File: src/rtl/imm_exec_pkg.sv
package imm_exec_pkg;

  typedef enum logic [2:0] {
    ALU_ADD, ALU_OR, ALU_AND, ALU_SUB, ALU_XOR, ALU_CMP, ALU_MOV
  } alu_op_e;

  typedef enum logic [2:0] {
    ST_OPC, ST_SEL, ST_IMM, ST_MRD, ST_MMOD, ST_MWR, ST_HALT
  } state_e;

  // kind of operand selector expected after the opcode
  typedef enum logic [1:0] {
    K_GRP, K_STORE, K_REGLD, K_ACC
  } kind_e;

  typedef struct packed {
    logic sf;
    logic zf;
    logic of;
  } flags_t;

  localparam logic [7:0] OPC_GRP    = 8'h81;
  localparam logic [7:0] OPC_STORE  = 8'hc7;
  localparam logic [7:0] OPC_REGLD  = 8'hb8;
  localparam logic [7:0] OPC_ACC_SUB = 8'h2d;
  localparam logic [7:0] OPC_ACC_AND = 8'h25;
  localparam logic [7:0] OPC_ACC_OR  = 8'h0d;
  localparam logic [7:0] OPC_ACC_XOR = 8'h35;
  localparam logic [7:0] OPC_ACC_CMP = 8'h3d;

  localparam logic [1:0] MODE_REG = 2'b11;
  localparam logic [1:0] MODE_MEM = 2'b00;

endpackage

File: src/rtl/ie_alu.sv
module ie_alu
  import imm_exec_pkg::*;
#(
  parameter int W = 32
) (
  input  alu_op_e      op,
  input  logic [W-1:0] a,
  input  logic [W-1:0] b,
  output logic [W-1:0] res,
  output flags_t       fl,
  output logic         wr_en
);

  logic a_s, b_s, r_s;

  always_comb begin
    unique case (op)
      ALU_ADD:          res = a + b;
      ALU_SUB, ALU_CMP: res = a - b;
      ALU_AND:          res = a & b;
      ALU_OR:           res = a | b;
      ALU_XOR:          res = a ^ b;
      default:          res = b;
    endcase
  end

  assign a_s = a[W-1];
  assign b_s = b[W-1];
  assign r_s = res[W-1];

  always_comb begin
    fl.sf = r_s;
    fl.zf = (res == '0);
    unique case (op)
      ALU_ADD:          fl.of = (a_s == b_s) && (r_s != a_s);
      ALU_SUB, ALU_CMP: fl.of = (a_s != b_s) && (r_s != a_s);
      default:          fl.of = 1'b0;
    endcase
  end

  assign wr_en = (op != ALU_CMP);

endmodule

File: src/rtl/ie_regfile.sv
module ie_regfile #(
  parameter int W    = 32,
  parameter int NREG = 8,
  localparam int RAW = $clog2(NREG)
) (
  input  logic           clk,
  input  logic           rst,
  input  logic           we,
  input  logic [RAW-1:0] wa,
  input  logic [W-1:0]   wd,
  input  logic [RAW-1:0] ra0,
  output logic [W-1:0]   rd0,
  input  logic [RAW-1:0] ra1,
  output logic [W-1:0]   rd1
);

  logic [W-1:0] regs [NREG];

  for (genvar g = 0; g < NREG; g++) begin : g_reg
    always_ff @(posedge clk) begin
      if (rst)
        regs[g] <= '0;
      else if (we && wa == RAW'(g))
        regs[g] <= wd;
    end
  end

  assign rd0 = regs[ra0];
  assign rd1 = regs[ra1];

endmodule

File: src/rtl/ie_ctrl.sv
module ie_ctrl
  import imm_exec_pkg::*;
#(
  parameter int W    = 32,
  parameter int NREG = 8,
  localparam int RAW = $clog2(NREG),
  localparam int NB  = W / 8,
  localparam int CW  = (NB > 1) ? $clog2(NB) : 1
) (
  input  logic           clk,
  input  logic           rst,
  input  logic           in_valid,
  input  logic [7:0]     in_byte,
  output logic           in_ready,
  output logic           busy,
  output logic           halted,
  output alu_op_e        op,
  output logic [RAW-1:0] rsel,
  output logic [W-1:0]   imm_now,
  output logic           reg_exec,
  output logic           mem_start,
  output logic           mem_rd,
  output logic           mem_mod,
  output logic           mem_wr
);

  state_e         st;
  kind_e          kind_q;
  alu_op_e        op_q;
  logic [RAW-1:0] rsel_q;
  logic           mem_q;
  logic [W-1:0]   imm_q;
  logic [CW-1:0]  cnt_q;

  logic take, last;

  // opcode decode
  kind_e   dk;
  alu_op_e dop;
  logic    dbad;

  always_comb begin
    dk   = K_ACC;
    dop  = ALU_MOV;
    dbad = 1'b0;
    unique case (in_byte)
      OPC_GRP:     dk = K_GRP;
      OPC_STORE:   dk = K_STORE;
      OPC_REGLD:   dk = K_REGLD;
      OPC_ACC_SUB: dop = ALU_SUB;
      OPC_ACC_AND: dop = ALU_AND;
      OPC_ACC_OR:  dop = ALU_OR;
      OPC_ACC_XOR: dop = ALU_XOR;
      OPC_ACC_CMP: dop = ALU_CMP;
      default:     dbad = 1'b1;
    endcase
  end

  // operand selector decode
  logic [1:0] s_mode;
  logic [2:0] s_fn;
  alu_op_e    sop;
  logic       smem, sbad;

  assign s_mode = in_byte[7:6];
  assign s_fn   = in_byte[5:3];

  always_comb begin
    sop  = op_q;
    smem = 1'b0;
    sbad = 1'b0;
    if (kind_q != K_REGLD) begin
      if (s_mode == MODE_MEM)      smem = 1'b1;
      else if (s_mode != MODE_REG) sbad = 1'b1;
    end
    if (kind_q == K_GRP) begin
      unique case (s_fn)
        3'd0:    sop = ALU_ADD;
        3'd1:    sop = ALU_OR;
        3'd4:    sop = ALU_AND;
        3'd5:    sop = ALU_SUB;
        3'd6:    sop = ALU_XOR;
        3'd7:    sop = ALU_CMP;
        default: sbad = 1'b1;
      endcase
    end
  end

  assign in_ready = (st == ST_OPC) || (st == ST_SEL) || (st == ST_IMM);
  assign busy     = (st == ST_MRD) || (st == ST_MMOD) || (st == ST_MWR);
  assign halted   = (st == ST_HALT);
  assign take     = in_ready && in_valid;
  assign last     = (st == ST_IMM) && take && (cnt_q == CW'(NB - 1));

  always_ff @(posedge clk) begin
    if (rst) begin
      st     <= ST_OPC;
      kind_q <= K_ACC;
      op_q   <= ALU_MOV;
      rsel_q <= '0;
      mem_q  <= 1'b0;
      imm_q  <= '0;
      cnt_q  <= '0;
    end else begin
      unique case (st)
        ST_OPC: if (take) begin
          cnt_q <= '0;
          if (dbad) begin
            st <= ST_HALT;
          end else begin
            kind_q <= dk;
            op_q   <= dop;
            if (dk == K_ACC) begin
              rsel_q <= '0;
              mem_q  <= 1'b0;
              st     <= ST_IMM;
            end else begin
              st <= ST_SEL;
            end
          end
        end
        ST_SEL: if (take) begin
          if (sbad) begin
            st <= ST_HALT;
          end else begin
            op_q   <= sop;
            mem_q  <= smem;
            rsel_q <= RAW'(in_byte[2:0]);
            st     <= ST_IMM;
          end
        end
        ST_IMM: if (take) begin
          imm_q <= {in_byte, imm_q[W-1:8]};
          cnt_q <= cnt_q + 1'b1;
          if (last) begin
            if (!mem_q)               st <= ST_OPC;
            else if (op_q == ALU_MOV) st <= ST_MWR;
            else                      st <= ST_MRD;
          end
        end
        ST_MRD:  st <= ST_MMOD;
        ST_MMOD: st <= (op_q == ALU_CMP) ? ST_OPC : ST_MWR;
        ST_MWR:  st <= ST_OPC;
        default: st <= ST_HALT;
      endcase
    end
  end

  assign op        = op_q;
  assign rsel      = rsel_q;
  assign imm_now   = last ? {in_byte, imm_q[W-1:8]} : imm_q;
  assign reg_exec  = last && !mem_q;
  assign mem_start = last && mem_q;
  assign mem_rd    = (st == ST_MRD);
  assign mem_mod   = (st == ST_MMOD);
  assign mem_wr    = (st == ST_MWR);

endmodule

File: src/rtl/imm_alu_exec.sv
module imm_alu_exec
  import imm_exec_pkg::*;
#(
  parameter int W      = 32,
  parameter int NREG   = 8,
  parameter int ADDR_W = 32,
  localparam int RAW   = $clog2(NREG)
) (
  input  logic              clk,
  input  logic              rst,
  input  logic              in_valid,
  input  logic [7:0]        in_byte,
  output logic              in_ready,
  output logic              busy,
  output logic              halted,
  output logic              mem_req,
  output logic              mem_we,
  output logic [ADDR_W-1:0] mem_addr,
  output logic [W-1:0]      mem_wdata,
  input  logic [W-1:0]      mem_rdata,
  output logic              flag_sf,
  output logic              flag_zf,
  output logic              flag_of,
  input  logic [RAW-1:0]    peek_sel,
  output logic [W-1:0]      peek_data
);

  alu_op_e        op;
  logic [RAW-1:0] rsel;
  logic [W-1:0]   imm_now, dst_val, alu_a, alu_res;
  logic           reg_exec, mem_start, mem_rd, mem_mod, mem_wr, alu_wr;
  flags_t         alu_fl, flags_q;
  logic [ADDR_W-1:0] addr_q;
  logic [W-1:0]   wdata_q;

  ie_ctrl #(.W(W), .NREG(NREG)) u_ctrl (
    .clk      (clk),
    .rst      (rst),
    .in_valid (in_valid),
    .in_byte  (in_byte),
    .in_ready (in_ready),
    .busy     (busy),
    .halted   (halted),
    .op       (op),
    .rsel     (rsel),
    .imm_now  (imm_now),
    .reg_exec (reg_exec),
    .mem_start(mem_start),
    .mem_rd   (mem_rd),
    .mem_mod  (mem_mod),
    .mem_wr   (mem_wr)
  );

  ie_regfile #(.W(W), .NREG(NREG)) u_rf (
    .clk (clk),
    .rst (rst),
    .we  (reg_exec && alu_wr),
    .wa  (rsel),
    .wd  (alu_res),
    .ra0 (rsel),
    .rd0 (dst_val),
    .ra1 (peek_sel),
    .rd1 (peek_data)
  );

  assign alu_a = mem_mod ? mem_rdata : dst_val;

  ie_alu #(.W(W)) u_alu (
    .op   (op),
    .a    (alu_a),
    .b    (imm_now),
    .res  (alu_res),
    .fl   (alu_fl),
    .wr_en(alu_wr)
  );

  always_ff @(posedge clk) begin
    if (rst) begin
      addr_q  <= '0;
      wdata_q <= '0;
      flags_q <= '0;
    end else begin
      if (mem_start) begin
        addr_q  <= dst_val[ADDR_W-1:0];
        wdata_q <= imm_now;
      end
      if (mem_mod)
        wdata_q <= alu_res;
      if ((reg_exec || mem_mod) && op != ALU_MOV)
        flags_q <= alu_fl;
    end
  end

  assign mem_req   = mem_rd || mem_wr;
  assign mem_we    = mem_wr;
  assign mem_addr  = addr_q;
  assign mem_wdata = wdata_q;
  assign flag_sf   = flags_q.sf;
  assign flag_zf   = flags_q.zf;
  assign flag_of   = flags_q.of;

endmodule

File: config.mk
export PLATFORM = sky130hd
export DESIGN_NAME = imm_alu_exec
export DESIGN_NICKNAME = d
export VERILOG_FILES = /design/src/rtl/imm_exec_pkg.sv /design/src/rtl/ie_alu.sv /design/src/rtl/ie_regfile.sv /design/src/rtl/ie_ctrl.sv /design/src/rtl/imm_alu_exec.sv
export SDC_FILE = /design/constraint.sdc
export NUM_CORES = 1
export LEC_CHECK = 0
export BUFFER_PORTS_ARGS = -buffer_cell sky130_fd_sc_hd__buf_2
export CAP_MARGIN = 20
export CELL_PAD_IN_SITES_DETAIL_PLACEMENT = 0
export CELL_PAD_IN_SITES_GLOBAL_PLACEMENT = 2
export CORE_MARGIN = 8
export CORE_UTILIZATION = 41
export CTS_BUF_LIST = sky130_fd_sc_hd__clkbuf_4 sky130_fd_sc_hd__clkbuf_8 sky130_fd_sc_hd__clkbuf_16
export CTS_CLUSTER_DIAMETER = 200
export CTS_CLUSTER_SIZE = 10
export DETAILED_ROUTE_END_ITERATION = 10
export GPL_TIMING_DRIVEN = 0
export PLACE_DENSITY = 0.78
export SYNTH_ARGS = -nofsm -noshare
export SYNTH_HDL_FRONTEND = slang
export SYNTH_SLANG_ARGS = --single-unit
File: constraint.sdc
create_clock -name clk -period 6.59 [get_ports clk]
set_clock_uncertainty 0.1 [all_clocks]
set_input_delay 0 -clock clk [delete_from_list [all_inputs] [get_ports clk]]
set_output_delay 0 -clock clk [all_outputs]
set_load 0.02 [all_outputs]
---- Yosys cells after proc, flatten, opt, wreduce, memory -nomap -nowiden ----
Memories as Yosys holds them, arrays and structs flattened. A register that Yosys moved wholly into a read port is not among the register bits.
Index checks and enable logic that the tools add are counted.
storage, ports and cells
  logic and storage cells ................. 204
  output and inout bits ................... 104
  RAM bits ................................ 256
  ROM bits ................................ 0
  bits in registers ....................... 113
  input port bits ......................... 46
  latch bits .............................. 0
  memories kept ........................... 1
cells by class
  shifts and indexed selects .............. 0
  reduce and logical (&&, ||, !) cells .... 43
  divide/modulo/power cells ............... 0
  $mul .................................... 0
  multiplexer cells ....................... 84
  add/subtract/negate cells ............... 3
  bitwise operators ....................... 11
  $lt $le $gt $ge ......................... 0
  equality and inequality tests ........... 50
memories
  name       words  bits a word  rd ports  clocked after memory_dff  write ports  RTL line          text
  u_rf.regs  8      32           2         1                         8            ie_regfile.sv:17  logic [W-1:0] regs [NREG];
operators with widths
  kind                  number
  $mux W32              12
  $pmux W32 S5          1
  $mux W3               21
  $eq A3 B3 Y1 const B  14
  $mux W1               38
  $pmux W3 S6           2
  $add A32 B32 Y32      1
  $and A32 B32 Y32      1
  $eq A8 B6 Y1 const B  4
  $logic_not A32 Y1     1
  $or A32 B32 Y32       1
  $sub A32 B32 Y32      1
  $xor A32 B32 Y32      1
  $eq A8 B8 Y1 const B  3
  $eq A3 B2 Y1 const B  6
  $logic_and A1 B1 Y1   17
  $pmux W3 S5           1
  $eq A3 B1 Y1 const B  4
  $logic_not A3 Y1      4
  $pmux W3 S2           2
  $ne A2 B1 Y1 const B  5
  $ne A2 B2 Y1 const B  5
  $eq A8 B4 Y1 const B  1
  $or A1 B1 Y1          8
  other kinds (22)      37

---- Depth between registers and ports, before layout ----
Gate-level depths: netlist of run 1.
  word-level depth ........................ 13
  depth in mapped cells ................... 27
  gate-level depth less buffers ........... 25

---- Hierarchy ----
Synthesis of run 1 repeated with hierarchy kept, for this count alone.
unflattened totals
  cell total of the unflattened synthesis .. 2159
  area total of the unflattened synthesis .. 24304.6 um2
by module, submodules not included
  module        cells each  area an instance (um2)  instances
  ie_regfile    844         13583.0                 1
  ie_alu        717         4835.9                  1
  imm_alu_exec  293         3306.9                  1
  ie_ctrl       305         2578.7                  1

---- Least setup slack after synthesis of run 1 ----
No wires, ideal clock.
  path kind ............................... reg-to-reg
  start point ............................. register u_ctrl.cnt_q[0]
  end point ............................... register flags_q (netlist bit flag_zf)
  required time ........................... 6375 ps
  buffers on the path ..................... 2
  cell stages (with the launch flop) ...... 28
  clock period less this slack ............ 5704 ps
  path slack .............................. 886 ps
  library setup time ...................... 115 ps
  arrival ................................. 5488 ps
  cells stage by stage .................... dfxtp_1 ha_1 nand4bb_4 nor2_4 buf_6 mux2_2 inv_1 ha_1 inv_1 a211oi_1 nand2_1 nor3_1 nand2b_1 o21ai_0 xnor2_1 ha_1 a21o_1 a211o_1 a211o_1 a211o_1 a311o_1 and3b_1 mux2i_1 nand2_1 buf_6 nand4_1 nor4b_2 a31o_1
between the ends
  longest elaborated chain between the ends .. 6
  elaborated cells between the ends (all ways) .. 13
ends and longest elaborated chain
  item                                            RTL line            text
  from (decl)                                     ie_ctrl.sv:33       logic [CW-1:0] cnt_q;
  from (signal assigned)                          ie_ctrl.sv:134      cnt_q <= cnt_q + 1'b1;
  $eq A2 B2 Y1 *                                  ie_ctrl.sv:93       assign last = (st == ST_IMM) && take && (cnt_q == CW'(NB - 1));
  $logic_and A1 B1 Y1 *                           ie_ctrl.sv:93
  $mux W32                                        ie_ctrl.sv:151      assign imm_now = last ? {in_byte, imm_q[W-1:8]} : imm_q;
  $sub A32 B32 Y32, or another cell as far along  ie_alu.sv:19        ALU_SUB, ALU_CMP: res = a - b;
  $pmux W32 S5                                    ie_alu.sv:17        unique case (op)
  $logic_not A32 Y1                               ie_alu.sv:33        fl.zf = (res == '0);
  to (signal assigned)                            imm_alu_exec.sv:90  flags_q <= alu_fl;
  to (decl)                                       imm_alu_exec.sv:32  flags_t alu_fl, flags_q;
Mark *: on every way between the ends. The rest lies on a longest branch, timed or not.
A chain may end at the register's enable or synchronous reset.

---- Final worst setup path of run 1 ----
Same ends and word-level chain as after synthesis.

==> run_summary.xml, run 1 <==
<?xml version="1.0" encoding="UTF-8"?>
<metrics>
  <group name="worst_setup_path">
    <metric name="cpMaxStageDelayCell" unit="">sky130_fd_sc_hd__mux2_2</metric>
    <metric name="critPathRequiredTime" unit="ns">7.03</metric>
    <metric name="worst-path-max-fanout" unit="">10</metric>
    <metric name="cp-endpoint" unit="">flag_zf</metric>
    <metric name="worstSetupPathType" unit="">flop to flop</metric>
    <metric name="regToRegStartpoint" unit="">u_ctrl.cnt_q[0]</metric>
    <metric name="crit_path_frequent_cell" unit="">sky130_fd_sc_hd__a211o_1</metric>
    <metric name="reg2reg_to" unit="">flag_zf</metric>
    <metric name="critPathMaxStageDelay" unit="ns">0.42</metric>
    <metric name="ff2ff_setup_slack" unit="ns">0.16</metric>
    <metric name="critPathCaptureType" unit="">flop</metric>
    <metric name="r2r_cells" unit="">27</metric>
    <metric name="worst-endpoint-arrival" unit="ns">6.86</metric>
    <metric name="worstSetupStartpointType" unit="">flop</metric>
    <metric name="crit_start" unit="">u_ctrl.cnt_q[0]</metric>
  </group>
  <group name="clock_tree">
    <metric name="clk_latency" unit="ns">0.59</metric>
    <metric name="cts-root-to-sink-buffers" unit="">3</metric>
    <metric name="clk_root_buffer_cell" unit="">sky130_fd_sc_hd__clkbuf_16</metric>
    <metric name="h-tree-depth" unit="">2</metric>
    <metric name="tritoncts" unit="">done</metric>
    <metric name="clkSinkCount" unit="">372</metric>
    <metric name="cts_inserted_buffers" unit="">43</metric>
    <metric name="register_clock_pin_slew_on_the_reported_worst_setup_and_hold_paths" unit="ns">0.06</metric>
  </group>
  <group name="power_and_ir_drop">
    <metric name="p_per_area" unit="nW/um^2">227</metric>
    <metric name="irDropWorstVdd" unit="mV">0.179</metric>
    <metric name="leakagePower" unit="nW">9.84</metric>
    <metric name="power" unit="mW">6.04</metric>
  </group>
  <group name="global_routing">
    <metric name="grt.overflow.total" unit="">0</metric>
    <metric name="track_usage" unit="%">27.6</metric>
    <metric name="vias_in_the_first_global_route" unit="">19147</metric>
    <metric name="grt_antenna_before_repair" unit="">4</metric>
    <metric name="grt_pass1_wl" unit="um">130000</metric>
    <metric name="grt_start_max_net_pins" unit="">33</metric>
  </group>
  <group name="hold_path">
    <metric name="timing.hold.worst.class" unit="">primary input to flop</metric>
  </group>
  <group name="logic_synthesis">
    <metric name="synth.ff_latch_count" unit="">372</metric>
    <metric name="synth_top_cell_by_area" unit="">sky130_fd_sc_hd__edfxtp_1</metric>
    <metric name="syn_area" unit="um^2">23100</metric>
    <metric name="synth_cells" unit="">2218</metric>
    <metric name="synth_enable_flop_cells" unit="">256</metric>
    <metric name="netlist_top_cells_count" unit="">sky130_fd_sc_hd__nor2_1 (415), sky130_fd_sc_hd__edfxtp_1 (256), sky130_fd_sc_hd__nand2_1 (197)</metric>
    <metric name="synth_top_flop_cell" unit="">sky130_fd_sc_hd__edfxtp_1</metric>
    <metric name="synth_largest_type_area_fraction" unit="%">33.3</metric>
    <metric name="async_flop_share" unit="%">0</metric>
    <metric name="synthesis.yosys.warnings" unit="">0</metric>
    <metric name="ys_top_cells_by_area" unit="">sky130_fd_sc_hd__edfxtp_1 (33%), sky130_fd_sc_hd__mux4_2 (13%), sky130_fd_sc_hd__dfxtp_1 (10%)</metric>
    <metric name="yosysMostFrequentCell" unit="">sky130_fd_sc_hd__nor2_1</metric>
    <metric name="postSynthAreaPerCell" unit="um^2">10.4</metric>
    <metric name="synthesis.nets" unit="">2365</metric>
    <metric name="synth_seq_area_share" unit="%">43.4</metric>
    <metric name="ys_types" unit="">94</metric>
  </group>
  <group name="flow_run">
    <metric name="maxCapViolCount" unit="">0</metric>
  </group>
  <group name="floorplanning">
    <metric name="effective_utilization_at_floorplan" unit="%">41.2</metric>
    <metric name="core-area" unit="um^2">56000</metric>
    <metric name="die_area" unit="um^2">64100</metric>
    <metric name="die_h" unit="um">253</metric>
    <metric name="chipWidth" unit="um">253</metric>
    <metric name="placement_rows" unit="">87</metric>
    <metric name="floorplan.io_pins" unit="">150</metric>
  </group>
  <group name="detailed_routing">
    <metric name="drtAntennaViolNets" unit="">0</metric>
    <metric name="first_pass_iters" unit="">5</metric>
    <metric name="vias_per_cell" unit="">6.06</metric>
    <metric name="route.detailed.drc" unit="">0</metric>
    <metric name="drtIter0Drc" unit="">1968</metric>
    <metric name="detailroute.via_count" unit="">19498</metric>
    <metric name="average_wire_per_standard_cell" unit="um">28.1</metric>
    <metric name="wirelength" unit="um">90300</metric>
  </group>
  <group name="layout">
    <metric name="design.final.nets" unit="">2585</metric>
    <metric name="layout-area-overhead-vs-synth" unit="%">15.4</metric>
    <metric name="antenna-diode-count" unit="">0</metric>
    <metric name="finalCoreUtilization" unit="%">47.5</metric>
    <metric name="drive_gt1_share" unit="%">20.9</metric>
  </group>
  <group name="sta">
    <metric name="slew-limit-headroom" unit="%">21.2</metric>
    <metric name="accumulated_negative_setup_slack" unit="ns">0</metric>
    <metric name="final-setup-viol-count" unit="">0</metric>
    <metric name="final_hold_viols" unit="">0</metric>
    <metric name="maxSlewViolCount" unit="">0</metric>
    <metric name="fmax" unit="GHz">0.156</metric>
    <metric name="worst_pin_slew" unit="ns">1.17</metric>
    <metric name="final_period_demand_of_the_worst_path" unit="ns">6.43</metric>
    <metric name="timing.final.ws_setup" unit="ns">0.164</metric>
    <metric name="fraction_of_the_cycle_the_final_worst_path_needs" unit="%">97.5</metric>
  </group>
  <group name="place">
    <metric name="dp_hpwl" unit="um">68000</metric>
    <metric name="gp_congestion" unit="">0.929</metric>
    <metric name="port_buffers" unit="">142</metric>
    <metric name="post-place-ws" unit="ns">-0.504</metric>
  </group>
  <group name="outcome">
    <metric name="status" unit="">finished clean</metric>
  </group>
</metrics>
cell type report:
class / count / area (um^2)
clock buffers: 63 / 1230
well taps: 756 / 946
multi-input cells: 1592 / 12200
plain buffers: 160 / 689
flip-flops and latches: 372 / 10000
repair buffers: 181 / 1160
inverters: 88 / 330
fillers: 5333 / 29300
clock inverters: 4 / 78.8
metrics by stage:
step           hold slack [ns]  std cells  cell area [um^2]
2_1_floorplan           0.0360       2218             23100
3_3_place_gp             0.192       3116             24700
3_5_place_dp             0.200       3130             25000
4_1_cts                 0.0590       3212             26500
5_1_grt                  0.121       3216             26600
6_report                 0.135       3216             26600
worst min-delay path by stage:
stage                             to  cells past startpoint  startpoint  slack [ns]
floorplan           u_ctrl.imm_q[28]                      2  in_byte[4]        0.04
global placement    u_ctrl.imm_q[27]                      3  in_byte[3]        0.19
detailed placement  u_ctrl.imm_q[27]                      3  in_byte[3]        0.20
CTS                          flag_zf                      3         rst        0.06
global route                 flag_zf                      3         rst        0.12
finish                       flag_zf                      3         rst        0.13
repair_timing:
item	in CTS	in global routing
hold endpoints to repair	28	0
hold buffers	11	0
buffers inserted	6	7
gates resized for setup	19	25
endpoints found under the setup margin	68	70
pin swaps	4	7
cells by family after synthesis:
| logic type | count (synthesis) | synth area share, % |
|---|---|---|
| XOR/XNOR | 47 | 1.82 |
| AO/OA/AOI/OAI | 434 | 12.6 |
| buffers and inverters | 254 | 4.47 |
| flip-flops | 372 | 43.4 |
| multiplexers | 228 | 17.2 |
| adder cells (fa/ha/maj) | 101 | 5.51 |
| AND/OR/NAND/NOR | 782 | 15.0 |
worst max-delay path: cells and delay by family (launching register included):
| family | cells | cell delay, ns |
|---|---|---|
| buf+inv | 4 | 0.54 |
| simple gates | 8 | 1.52 |
| flops | 1 | 0.37 |
| compound gates | 9 | 2.27 |
| xor+xnor | 1 | 0.19 |
| fa+ha+maj | 3 | 0.82 |
| mux | 2 | 0.52 |
routing by layer:
layer | GRT usage [%] | part of all wire (%) | up-vias
li1 | - | - | 8597
met5 | 0 | 0 | -
met3 | 4.58 | 8.6 | 121
met2 | 42.8 | 44 | 929
met4 | 7.73 | 2.8 | 0
met1 | 39.7 | 44 | 9851
power by group:
group          internal, mW  total, mW  leakage, nW  switching [mW]
Clock                  1.30       2.31        0.657            1.01
Combinational         0.420       1.14         5.60           0.723
Sequential             2.55       2.59         3.58          0.0367
flip-flops by register name (all words and copies together) (netlist names), 2 cells and up, named ones only:
signal / count
u_ctrl.kind_q: 2
u_ctrl.cnt_q: 2
mem_wdata: 32
mem_addr: 32
u_ctrl.imm_q: 32
u_ctrl.rsel: 3
u_rf.regs: 256
u_ctrl.st: 3
u_ctrl.op: 3
layout by cell type (no fill, tap or decap), types with 35 or more instances in the layout:
| cell | netlist | final |
|---|---|---|
| sky130_fd_sc_hd__buf_2 | 13 | 157 |
| sky130_fd_sc_hd__xnor2_1 | 41 | 41 |
| sky130_fd_sc_hd__mux2i_1 | 59 | 59 |
| sky130_fd_sc_hd__ha_1 | 100 | 98 |
| sky130_fd_sc_hd__a211oi_1 | 38 | 37 |
| sky130_fd_sc_hd__edfxtp_1 | 256 | 256 |
| sky130_fd_sc_hd__dfxtp_1 | 116 | 116 |
| sky130_fd_sc_hd__o21ai_0 | 81 | 78 |
| sky130_fd_sc_hd__mux2_2 | 35 | 35 |
| sky130_fd_sc_hd__mux4_2 | 128 | 128 |
| sky130_fd_sc_hd__clkbuf_1 | 119 | 107 |
| sky130_fd_sc_hd__a21oi_1 | 123 | 119 |
| sky130_fd_sc_hd__nor2_1 | 415 | 414 |
| sky130_fd_sc_hd__inv_1 | 83 | 83 |
| sky130_fd_sc_hd__clkbuf_16 | 0 | 43 |
| sky130_fd_sc_hd__nand2_1 | 197 | 192 |
Note: power is estimated with default switching activity, not from simulation.
==> run 2: changes to the inputs <==
--- a/config.mk
+++ b/config.mk
@@ -8,15 +8,15 @@
 export BUFFER_PORTS_ARGS = -buffer_cell sky130_fd_sc_hd__buf_2
 export CAP_MARGIN = 20
 export CELL_PAD_IN_SITES_DETAIL_PLACEMENT = 0
-export CELL_PAD_IN_SITES_GLOBAL_PLACEMENT = 2
+export CELL_PAD_IN_SITES_GLOBAL_PLACEMENT = 1
 export CORE_MARGIN = 8
-export CORE_UTILIZATION = 41
+export CORE_UTILIZATION = 45
 export CTS_BUF_LIST = sky130_fd_sc_hd__clkbuf_4 sky130_fd_sc_hd__clkbuf_8 sky130_fd_sc_hd__clkbuf_16
 export CTS_CLUSTER_DIAMETER = 200
 export CTS_CLUSTER_SIZE = 10
 export DETAILED_ROUTE_END_ITERATION = 10
 export GPL_TIMING_DRIVEN = 0
-export PLACE_DENSITY = 0.78
+export PLACE_DENSITY = 0.72
 export SYNTH_ARGS = -nofsm -noshare
 export SYNTH_HDL_FRONTEND = slang
 export SYNTH_SLANG_ARGS = --single-unit
==> run_summary.xml, run 2 (synthesis gave the netlist of run 1 again) <==
<?xml version="1.0" encoding="UTF-8"?>
<metrics>
  <group name="global_routing">
    <metric name="vias_in_the_first_global_route" unit="">19275</metric>
    <metric name="grt_start_max_net_pins" unit="">28</metric>
    <metric name="grt_pass1_wl" unit="um">129000</metric>
    <metric name="grt_antenna_before_repair" unit="">1</metric>
    <metric name="grt.overflow.total" unit="">0</metric>
    <metric name="track_usage" unit="%">29.2</metric>
  </group>
  <group name="worst_setup_path">
    <metric name="critPathCaptureType" unit="">flop</metric>
    <metric name="worstSetupPathType" unit="">flop to flop</metric>
    <metric name="cp-endpoint" unit="">flag_zf</metric>
    <metric name="r2r_cells" unit="">22</metric>
    <metric name="worst-endpoint-arrival" unit="ns">6.86</metric>
    <metric name="critPathRequiredTime" unit="ns">7.02</metric>
    <metric name="worst-path-max-fanout" unit="">10</metric>
    <metric name="ff2ff_setup_slack" unit="ns">0.16</metric>
    <metric name="crit_start" unit="">u_ctrl.st[1]</metric>
    <metric name="reg2reg_to" unit="">flag_zf</metric>
    <metric name="regToRegStartpoint" unit="">u_ctrl.st[1]</metric>
    <metric name="worstSetupStartpointType" unit="">flop</metric>
  </group>
  <group name="layout">
    <metric name="top_register" unit="">u_rf.regs</metric>
    <metric name="finalCoreUtilization" unit="%">52.2</metric>
    <metric name="drive_gt1_share" unit="%">21.2</metric>
    <metric name="largest_reg_flops" unit="">256</metric>
    <metric name="layout-area-overhead-vs-synth" unit="%">15.4</metric>
    <metric name="layout.cells.most_common" unit="">sky130_fd_sc_hd__nor2_1</metric>
    <metric name="final-instance-count-excl-fill" unit="">3151</metric>
    <metric name="antenna-diode-count" unit="">0</metric>
    <metric name="final_cell_mix" unit="">sky130_fd_sc_hd__nor2_1 (415), sky130_fd_sc_hd__edfxtp_1 (256), sky130_fd_sc_hd__nand2_1 (192)</metric>
    <metric name="design.final.nets" unit="">2587</metric>
  </group>
  <group name="place">
    <metric name="port_buffers" unit="">142</metric>
    <metric name="dp_hpwl" unit="um">65700</metric>
    <metric name="gp_congestion" unit="">0.959</metric>
    <metric name="inst_count_dp" unit="">3055</metric>
  </group>
  <group name="clock_tree">
    <metric name="cts_inserted_buffers" unit="">43</metric>
    <metric name="tritoncts" unit="">done</metric>
    <metric name="h-tree-depth" unit="">2</metric>
    <metric name="clk_latency" unit="ns">0.59</metric>
    <metric name="clkSinkCount" unit="">372</metric>
    <metric name="clk_root_buffer_cell" unit="">sky130_fd_sc_hd__clkbuf_16</metric>
    <metric name="cts-root-to-sink-buffers" unit="">3</metric>
    <metric name="register_clock_pin_slew_on_the_reported_worst_setup_and_hold_paths" unit="ns">0.06</metric>
  </group>
  <group name="hold_path">
    <metric name="timing.hold.worst.class" unit="">primary input to flop</metric>
  </group>
  <group name="floorplanning">
    <metric name="placement_rows" unit="">83</metric>
    <metric name="core-area" unit="um^2">51000</metric>
    <metric name="chipWidth" unit="um">242</metric>
    <metric name="floorplan.io_pins" unit="">150</metric>
    <metric name="die_area" unit="um^2">58700</metric>
    <metric name="die_h" unit="um">242</metric>
    <metric name="effective_utilization_at_floorplan" unit="%">45.2</metric>
  </group>
  <group name="power_and_ir_drop">
    <metric name="p_per_area" unit="nW/um^2">229</metric>
    <metric name="leakagePower" unit="nW">9.89</metric>
    <metric name="irDropWorstVdd" unit="mV">0.177</metric>
  </group>
  <group name="detailed_routing">
    <metric name="first_pass_iters" unit="">7</metric>
    <metric name="drtAntennaViolNets" unit="">0</metric>
    <metric name="drtIter0Drc" unit="">2290</metric>
    <metric name="detailroute.via_count" unit="">19731</metric>
    <metric name="average_wire_per_standard_cell" unit="um">28.1</metric>
    <metric name="wirelength" unit="um">88600</metric>
    <metric name="route.detailed.drc" unit="">0</metric>
    <metric name="vias_per_cell" unit="">6.26</metric>
  </group>
  <group name="sta">
    <metric name="worst_pin_slew" unit="ns">1.20</metric>
    <metric name="fraction_of_the_cycle_the_final_worst_path_needs" unit="%">97.6</metric>
    <metric name="accumulated_negative_setup_slack" unit="ns">0</metric>
    <metric name="maxSlewViolCount" unit="">0</metric>
    <metric name="rsz0062_at_grt" unit="">false</metric>
    <metric name="fmax" unit="GHz">0.155</metric>
    <metric name="final-setup-viol-count" unit="">0</metric>
    <metric name="final_hold_viols" unit="">0</metric>
    <metric name="final_period_demand_of_the_worst_path" unit="ns">6.43</metric>
    <metric name="slew-limit-headroom" unit="%">19.3</metric>
  </group>
  <group name="outcome">
    <metric name="status" unit="">finished clean</metric>
  </group>
  <group name="flow_run">
    <metric name="maxCapViolCount" unit="">0</metric>
  </group>
</metrics>
run 2: cell count changes in the layout (fill, tap and decap cells not counted), moves of 2 or more:
| cell | before | now |
|---|---|---|
| sky130_fd_sc_hd__clkbuf_4 | 20 | 29 |
| sky130_fd_sc_hd__clkbuf_1 | 107 | 110 |
| sky130_fd_sc_hd__a21oi_2 | 6 | 4 |
| sky130_fd_sc_hd__buf_8 | 2 | 4 |
| sky130_fd_sc_hd__inv_16 | 2 | 0 |
run 2: final cells by class:
class                   count  area (um^2)
well taps                 680          851
repair buffers            181         1170
inverters                  88          330
flip-flops and latches    372        10000
multi-input cells        1592        12200
plain buffers             162          697
clock buffers              72         1290
clock inverters             4         63.8
fillers                  4658        24400
run 2: where the power goes:
group	switching, mW	total [mW]	internal [mW]
Sequential	0.0392	2.59	2.55
Clock	1.00	2.35	1.35
Combinational	0.719	1.14	0.419
Total	1.76	6.08	4.32
run 2: how the worst min path moves through the flow:
stage	slack [ns]	startpoint	depth (start not counted)	end
after floorplan	0.04	in_byte[4]	2	u_ctrl.imm_q[28]
after global placement	0.19	in_byte[3]	3	u_ctrl.imm_q[27]
after detailed placement	0.20	in_byte[3]	3	u_ctrl.imm_q[27]
after CTS	0.03	mem_rdata[31]	5	flag_of
after global routing	0.09	mem_rdata[31]	5	flag_of
final	0.03	mem_rdata[31]	5	flag_of
run 2: repair_timing:
action | in CTS | in global routing
hold buffers | 11 | 0
pin swaps | 4 | 7
endpoints found under the setup margin | 36 | 15
gates resized for setup | 20 | 26
buffers inserted | 2 | 10
endpoints found under the hold margin | 24 | 0
run 2: metrics by stage:
step           hold slack, ns  total power, mW  instance area, um^2  setup WS [ns]
2_1_floorplan          0.0360             3.36                23100          0.886
3_3_place_gp            0.192             3.70                24600          -1.71
3_5_place_dp            0.196             3.72                24900         -0.969
4_1_cts                0.0273             6.06                26400         0.0123
5_1_grt                0.0891             6.27                26600         0.0455
6_report               0.0339             6.08                26600          0.156
run 2: routing by layer:
metal / GRT usage [%] / routed length, um / vias up
met3: 4.51 / 7320 / 191
met4: 10.4 / 3430 / 0
met5: 0 / 0 / -
met2: 47.7 / 41500 / 1003
li1: - / - / 8614
met1: 39.1 / 36300 / 9923
run 2: critical path, cell delays in order (launching register included):
cell and delay, ns:
sky130_fd_sc_hd__dfxtp_1 0.31, sky130_fd_sc_hd__buf_4 0.16, sky130_fd_sc_hd__inv_2 0.06, sky130_fd_sc_hd__buf_2 0.20
sky130_fd_sc_hd__nand3_1 0.22, sky130_fd_sc_hd__clkbuf_2 0.44, sky130_fd_sc_hd__clkbuf_1 0.52, sky130_fd_sc_hd__nand2_1 0.32
sky130_fd_sc_hd__o21ai_0 0.24, sky130_fd_sc_hd__ha_1 0.27, sky130_fd_sc_hd__inv_1 0.08, sky130_fd_sc_hd__fa_1 0.48
sky130_fd_sc_hd__a211oi_2 0.32, sky130_fd_sc_hd__o21ai_1 0.22, sky130_fd_sc_hd__nand3_1 0.30, sky130_fd_sc_hd__a41o_1 0.26
sky130_fd_sc_hd__nor2b_1 0.17, sky130_fd_sc_hd__xnor2_1 0.11, sky130_fd_sc_hd__a221oi_4 0.55, sky130_fd_sc_hd__o2111a_1 0.32
sky130_fd_sc_hd__nand4_1 0.20, sky130_fd_sc_hd__nor4b_4 0.32, sky130_fd_sc_hd__a31o_1 0.17
